$ cat src/rtl/clkr_pkg.sv
// Package: clkr_pkg
// Shared constants for the bit-clock ratio detector. Holds the table of
// supported per-frame counts and the code each one maps to. Assumes the
// table is listed in ascending order of count.
package clkr_pkg;
    localparam int CODE_W    = 3;
    localparam int NUM_RATES = 9;

    localparam int RATE_COUNT [NUM_RATES] = '{32, 64, 96, 128, 192, 193, 256, 512, 1024};
    localparam logic [CODE_W-1:0] RATE_CODE [NUM_RATES] =
        '{3'd0, 3'd1, 3'd2, 3'd3, 3'd4, 3'd4, 3'd5, 3'd6, 3'd7};
endpackage

$ cat src/rtl/clkr_frame_counter.sv
// Module: clkr_frame_counter
// Counts pclk cycles between rising edges of fsync, sampled in the pclk
// domain. On each detected edge it captures the running count and pulses
// meas_stb for one cycle. The counter saturates so that a very long frame
// cannot alias onto a supported count. Assumes fsync is synchronous to pclk.
module clkr_frame_counter #(
    parameter int CNT_W = 12
) (
    input  logic             clk,
    input  logic             rst_n,
    input  logic             fsync,
    output logic [CNT_W-1:0] meas,
    output logic             meas_stb
);
    localparam logic [CNT_W-1:0] CNT_MAX = {CNT_W{1'b1}};

    logic             fs_q;
    logic             fs_edge;
    logic [CNT_W-1:0] run_cnt;

    assign fs_edge = fsync & ~fs_q;

    // Purpose: remember the previous fsync sample for edge detection.
    always_ff @(posedge clk) begin
        if (!rst_n) fs_q <= 1'b0;
        else        fs_q <= fsync;
    end

    // Purpose: saturating cycle counter that restarts at one on each edge.
    always_ff @(posedge clk) begin
        if (!rst_n)                run_cnt <= '0;
        else if (fs_edge)          run_cnt <= CNT_W'(1);
        else if (run_cnt != CNT_MAX) run_cnt <= run_cnt + CNT_W'(1);
    end

    // Purpose: capture the count that ended at this edge and flag it.
    always_ff @(posedge clk) begin
        if (!rst_n) begin
            meas     <= '0;
            meas_stb <= 1'b0;
        end else begin
            meas_stb <= fs_edge;
            if (fs_edge) meas <= run_cnt;
        end
    end

    p_edge_restart_r2: assert property (@(posedge clk) disable iff (!rst_n)
        fs_edge |=> (meas_stb && run_cnt == CNT_W'(1)));

    p_no_wrap_r2: assert property (@(posedge clk) disable iff (!rst_n)
        (run_cnt == CNT_MAX && !fs_edge) |=> (run_cnt == CNT_MAX));
endmodule

$ cat src/rtl/clkr_classifier.sv
// Module: clkr_classifier
// Compares a measured count against every supported per-frame count, using
// one comparator per table entry. Reports whether any entry matched and the
// code of the matching entry. Purely combinational. Assumes the table
// entries are distinct, so at most one comparator can hit.
module clkr_classifier
    import clkr_pkg::*;
#(
    parameter int CNT_W = 12
) (
    input  logic [CNT_W-1:0]  meas,
    output logic              hit_any,
    output logic [CODE_W-1:0] hit_code
);
    logic [NUM_RATES-1:0] hit;

    for (genvar gi = 0; gi < NUM_RATES; gi++) begin : g_cmp
        assign hit[gi] = (meas == CNT_W'(RATE_COUNT[gi]));
    end

    assign hit_any = |hit;

    // Purpose: fold the one-hot hit vector into its table code.
    always_comb begin
        hit_code = '0;
        for (int i = 0; i < NUM_RATES; i++) begin
            if (hit[i]) hit_code = hit_code | RATE_CODE[i];
        end
    end

    always_comb begin
        p_single_hit_r3: assert ($onehot0(hit));
    end
endmodule

$ cat src/rtl/clkr_code_latch.sv
// Module: clkr_code_latch
// Holds the multiplier code. It acts on a measurement only when that
// measurement agrees with the one from the previous frame. The first agreed
// supported count is latched once. An agreed unsupported count sets the
// error flag. A software write overrides detection. Produces a load pulse
// for the settle timer. Assumes meas_stb lasts one cycle per frame.
module clkr_code_latch
    import clkr_pkg::*;
#(
    parameter int CNT_W = 12
) (
    input  logic              clk,
    input  logic              rst_n,
    input  logic [CNT_W-1:0]  meas,
    input  logic              meas_stb,
    input  logic              hit_any,
    input  logic [CODE_W-1:0] hit_code,
    input  logic              wr_en,
    input  logic [CODE_W-1:0] wr_code,
    output logic [CODE_W-1:0] code,
    output logic              locked,
    output logic              err,
    output logic              load
);
    logic [CNT_W-1:0] prev_meas;
    logic             have_prev;
    logic             agree;
    logic             det_load;

    assign agree    = meas_stb && have_prev && (meas == prev_meas);
    assign det_load = agree && hit_any && !locked;
    assign load     = wr_en || det_load;

    // Purpose: keep the previous frame's measurement for the agreement test.
    always_ff @(posedge clk) begin
        if (!rst_n) begin
            prev_meas <= '0;
            have_prev <= 1'b0;
        end else if (meas_stb) begin
            prev_meas <= meas;
            have_prev <= 1'b1;
        end
    end

    // Purpose: error flag follows whether each agreed count is supported.
    always_ff @(posedge clk) begin
        if (!rst_n)     err <= 1'b0;
        else if (agree) err <= !hit_any;
    end

    // Purpose: load the code by write, or once by detection after reset.
    always_ff @(posedge clk) begin
        if (!rst_n) begin
            code   <= '0;
            locked <= 1'b0;
        end else if (wr_en) begin
            code   <= wr_code;
            locked <= 1'b1;
        end else if (det_load) begin
            code   <= hit_code;
            locked <= 1'b1;
        end
    end

    p_lock_holds_r6: assert property (@(posedge clk) disable iff (!rst_n)
        (locked && !wr_en) |=> $stable(code));

    p_err_needs_agree_r5: assert property (@(posedge clk) disable iff (!rst_n)
        !agree |=> $stable(err));

    p_write_wins_r7: assert property (@(posedge clk) disable iff (!rst_n)
        wr_en |=> (code == $past(wr_code) && locked));
endmodule

$ cat src/rtl/clkr_settle_timer.sv
// Module: clkr_settle_timer
// Models the synthesizer settle wait as a down-counter in pclk cycles. A load
// reloads the full interval, and busy stays high while the count is nonzero.
// Assumes SETTLE_CYCLES is at least one.
module clkr_settle_timer #(
    parameter int SETTLE_CYCLES = 512
) (
    input  logic clk,
    input  logic rst_n,
    input  logic load,
    output logic busy
);
    localparam int ST_W = $clog2(SETTLE_CYCLES + 1);
    localparam logic [ST_W-1:0] ST_LOAD = ST_W'(SETTLE_CYCLES);

    logic [ST_W-1:0] remain;

    // Purpose: reload on every load, otherwise count down to zero.
    always_ff @(posedge clk) begin
        if (!rst_n)             remain <= '0;
        else if (load)          remain <= ST_LOAD;
        else if (remain != '0)  remain <= remain - ST_W'(1);
    end

    assign busy = (remain != '0);

    p_countdown_r8: assert property (@(posedge clk) disable iff (!rst_n)
        (busy && !load) |=> (remain == $past(remain) - ST_W'(1)));
endmodule

$ cat src/rtl/pclk_ratio_detect.sv
// Module: pclk_ratio_detect
// Top of the bit-clock ratio detector. Measures pclk cycles per fsync frame,
// classifies the count into a 3-bit multiplier code, latches it after two
// agreeing frames, and holds off valid for a settle interval after each load.
// Assumes fsync is synchronous to pclk and MAX_COUNT is at least 1024.
module pclk_ratio_detect
    import clkr_pkg::*;
#(
    parameter int MAX_COUNT     = 1024,
    parameter int SETTLE_CYCLES = 512
) (
    input  logic              pclk,
    input  logic              rst_n,
    input  logic              fsync,
    input  logic              wr_en,
    input  logic [CODE_W-1:0] wr_code,
    output logic [CODE_W-1:0] mult_code,
    output logic              code_valid,
    output logic              ratio_err,
    output logic              settling
);
    localparam int CNT_W = $clog2(MAX_COUNT) + 2;

    logic [CNT_W-1:0]  meas;
    logic              meas_stb;
    logic              hit_any;
    logic [CODE_W-1:0] hit_code;
    logic              locked;
    logic              load;

    clkr_frame_counter #(.CNT_W(CNT_W)) u_count (
        .clk      (pclk),
        .rst_n    (rst_n),
        .fsync    (fsync),
        .meas     (meas),
        .meas_stb (meas_stb)
    );

    clkr_classifier #(.CNT_W(CNT_W)) u_class (
        .meas     (meas),
        .hit_any  (hit_any),
        .hit_code (hit_code)
    );

    clkr_code_latch #(.CNT_W(CNT_W)) u_latch (
        .clk      (pclk),
        .rst_n    (rst_n),
        .meas     (meas),
        .meas_stb (meas_stb),
        .hit_any  (hit_any),
        .hit_code (hit_code),
        .wr_en    (wr_en),
        .wr_code  (wr_code),
        .code     (mult_code),
        .locked   (locked),
        .err      (ratio_err),
        .load     (load)
    );

    clkr_settle_timer #(.SETTLE_CYCLES(SETTLE_CYCLES)) u_settle (
        .clk   (pclk),
        .rst_n (rst_n),
        .load  (load),
        .busy  (settling)
    );

    assign code_valid = locked && !settling;

    p_change_settles_r8: assert property (@(posedge pclk) disable iff (!rst_n)
        !$stable(mult_code) |-> settling);

    p_valid_quiet_code_r6: assert property (@(posedge pclk) disable iff (!rst_n)
        (code_valid && !wr_en) |=> $stable(mult_code));
endmodule

$ cat config.mk
export PLATFORM = sky130hd
export DESIGN_NAME = pclk_ratio_detect
export DESIGN_NICKNAME = d
export VERILOG_FILES = /design/src/rtl/clkr_pkg.sv /design/src/rtl/clkr_frame_counter.sv /design/src/rtl/clkr_classifier.sv /design/src/rtl/clkr_code_latch.sv /design/src/rtl/clkr_settle_timer.sv /design/src/rtl/pclk_ratio_detect.sv
export SDC_FILE = /design/constraint.sdc
export NUM_CORES = 1
export LEC_CHECK = 0
export ABC_AREA = 1
export CAP_MARGIN = 10
export CORE_UTILIZATION = 55
export DETAILED_ROUTE_END_ITERATION = 16
export DONT_BUFFER_PORTS = 1
export GPL_TIMING_DRIVEN = 0
export PLACE_DENSITY = 0.72
export SLEW_MARGIN = 10
export SYNTH_ARGS = -nofsm -noshare
export SYNTH_HDL_FRONTEND = slang
export SYNTH_SLANG_ARGS = --single-unit
$ cat constraint.sdc
create_clock -name pclk -period 1.89 [get_ports pclk]
set_input_delay 0.378 -clock pclk [delete_from_list [all_inputs] [get_ports pclk]]
set_output_delay 0.378 -clock pclk [all_outputs]
set_load 0.1 [all_outputs]
==> qor.txt <==
ANT cells = 0
Max_slew headroom = 35.6%
Cell Area, Placed = 2710 um^2
Worst-path clk slew = 0.08 ns
CTS Hold Buffers Added = 0
WHS = 0.193 ns
Delay of the slowest critical-path stage = 0.64 ns
Top post-synthesis cells by area = dfxtp_1 (41%), nand2_1 (9.3%), inv_1 (7.7%)
Synth cell types = 31
Crit path cell chain = inv_2, ha_4, inv_2, nor3_4, nand2_2, nor2_4, nand3_4, nor2_4
Slowest-stage cell, CP = nor2_4
Cell Count, Final, Fillers Out = 428
Mapped Avg Cell Area = 7.24 um^2
P per Cell Area = 1230 nW/um^2
Register bit total from synthesis = 54
Worst EP required = 1.51 ns
Port bufs = 0
Die ar. = 5070 um^2
Worst Setup End Kind = primary output
List of most frequent post-synthesis cells = nand2_1 (65), dfxtp_1 (54), inv_1 (54), nor2_1 (46), o21ai_0 (25)
Crit path max-delay family = simple AND/OR/NAND/NOR gates
CTS tree = done
Die height = 71.2 um
Crit Path Category = flip-flop to primary output
Worst Path Arrival = 2.23 ns
Placer congestion estimate = 0.801
Final Hold Fails = 0
Chip width = 71.2 um
Setup WS post-layout = -0.721 ns
Synth top area share = 41.0%
Tot GR Track Use = 24.0%
DR vias = 2232
CTS Buf Count = 5
Startpoint Class = flip-flop
Design area = 2850 um^2
Asr flop ratio synth = 0%
Number of DRC markers in iteration 0 = 126
Setup TNS Final = -0.801 ns
Initial antenna violation count = 0
Most numerous cell in the Yosys netlist = nand2_1
Yosys top cell by area = dfxtp_1
Top Ports = 13
WL per Instance = 12.7 um
Hold Crit Class = primary input to flip-flop
Final nets = 384
Crit-path max FO = 5
Max Slew Vio Count = 0
Vias in the first global route = 2131
Final wirelength = 5.45 mm
Grt ovf = 0
Core Area = 4470 um^2
Placed Cells incl. Taps = 416
Max-Cap Viols = 0
Detail Route Antenna Nets = 0
Share of cells above drive strength 1 = 15.2%
TritonRoute pass-1 iters = 10
Crit path time final = 2.61 ns
DRC Markers = 2
Global-route wire length before repair = 9.45 mm
Cells after Synth = 364
Worst-Margin Slew = 0.965 ns
H-Tree Depth = 2
Post-synth EDFFs = 0
Peak VDD IR = 0.964 mV
Top_reg_cell synth = dfxtp_1
Worst clock skew = 0.00878 ns
Final setup vio count = 2
Via density = 5.21
Peak Freq = 0.383 GHz
Clock sinks = 54
# rows = 24
RSZ-0062 raised after global routing = true
Buffer and inverter count on the worst path = 2
Leak Pwr = 0.00125 uW
Failing checks = design-rule violations, negative setup slack
Setup Slack @ Placement = -0.593 ns
Maximum number of pins on one net before global-route repair = 16
Status = finished with violations
Root buffer cell = clkbuf_8
Area Overhead vs Synth = 8.22%
Post-synthesis sequential area ratio = 41.0%
HPWL after DPL = 3.99 mm
Syn_nets = 373
Post-synthesis cell area = 2630 um^2
Clock Path Buffers = 2
Tcrit/Tclk final = 138%
Clk Latency, worst-skew pair = 0.31 ns
Initial Util = 58.9%
# fillers = 434
Yosys Warn Count = 0
-- timing repair --
item	CTS	global route
resized for setup	7	0
gates cloned	0	0
endpoints found under the setup margin	6	6
setup buffers	4	0
pin swaps	5	4
-- per-layer routing --
layer	GRT usage, %	wire [um]	vias to the layer above
li1	-	-	1172
met1	30.8	2560	1004
met2	41.5	2600	52
met3	4.56	246	4
met4	6.00	46	0
met5	0	0	-
-- power breakdown --
| part | total [uW] | switching, uW | internal [uW] |
|---|---|---|---|
| sequential | 1400 | 140 | 1260 |
| clock | 650 | 354 | 296 |
| combinational | 1460 | 963 | 493 |
-- cell type report --
type | count | area (um^2) | area share [%]
Clock inverter | 1 | 5.00 | 0.176
Buffer | 7 | 36.3 | 1.27
Multi-Input combinational cell | 243 | 1310 | 46.1
Clock buffer | 7 | 86.3 | 3.03
Inverter | 60 | 230 | 8.08
Tap cell | 52 | 65.1 | 2.28
Sequential cell | 54 | 1080 | 38.0
Timing Repair Buffer | 4 | 30.0 | 1.05
-- logic make-up after synthesis --
kind of cell,after synthesis,share of synthesized area (%)
buf+inv,67,10.1
xor+xnor,13,4.32
fa+ha+maj,2,0.950
flops,54,41.0
simple gates,160,29.4
mux,1,0.380
compound gates,67,13.8
-- registers in the layout, summed over array words and instances, names as in the netlist --
name	cells
u_count.fs_q	1
u_count.meas	12
u_count.meas_stb	1
u_count.run_cnt	12
u_latch.code	3
u_latch.err	1
u_latch.have_prev	1
u_latch.locked	1
u_latch.prev_meas	12
u_settle.remain	10
-- worst reg2reg max path, delay by kind of cell (launching register included) --
kind | cells | cell delay, ns
buffers and inverters | 2 | 0.11
AND/OR/NAND/NOR | 10 | 1.15
adder cells (fa/ha/maj) | 1 | 0.14
flip-flops | 1 | 0.33
-- metrics by stage --
stage          total power [uW]  util (%)
2_1_floorplan              2550         -
3_3_place_gp               2690      60.7
3_5_place_dp               2740      60.7
4_1_cts                    3520      63.7
5_1_grt                    3760      63.7
6_report                   3510      63.7
-- cell usage in the layout (no fill, tap or decap), drive strengths merged, types with 4 or more instances in the layout --
cell	Yosys	routed
o22ai	10	10
nor3	4	4
nor2	59	59
nand2	72	72
nand3	22	22
dfxtp	54	54
a21oi	27	27
buf	3	7
o21ai	27	27
xor2	12	12
inv	58	58
clkbuf	4	11
-- final timing paths --
kind	startpoint	endpoint	slack [ns]	cells past startpoint
setup / recovery	u_settle.remain[0]$_SDFFE_PP0P_	code_valid	-0.72	8
hold / removal	fsync	u_count.fs_q$_SDFF_PN0_	0.19	2
setup reg to reg	u_settle.remain[0]$_SDFFE_PP0P_	u_settle.remain[7]$_SDFFE_PP0P_	0.06	13
hold reg to reg	u_count.fs_q$_SDFF_PN0_	u_count.meas_stb$_SDFF_PN0_	0.46	1
No activity file was read; power rests on OpenSTA's default activity.
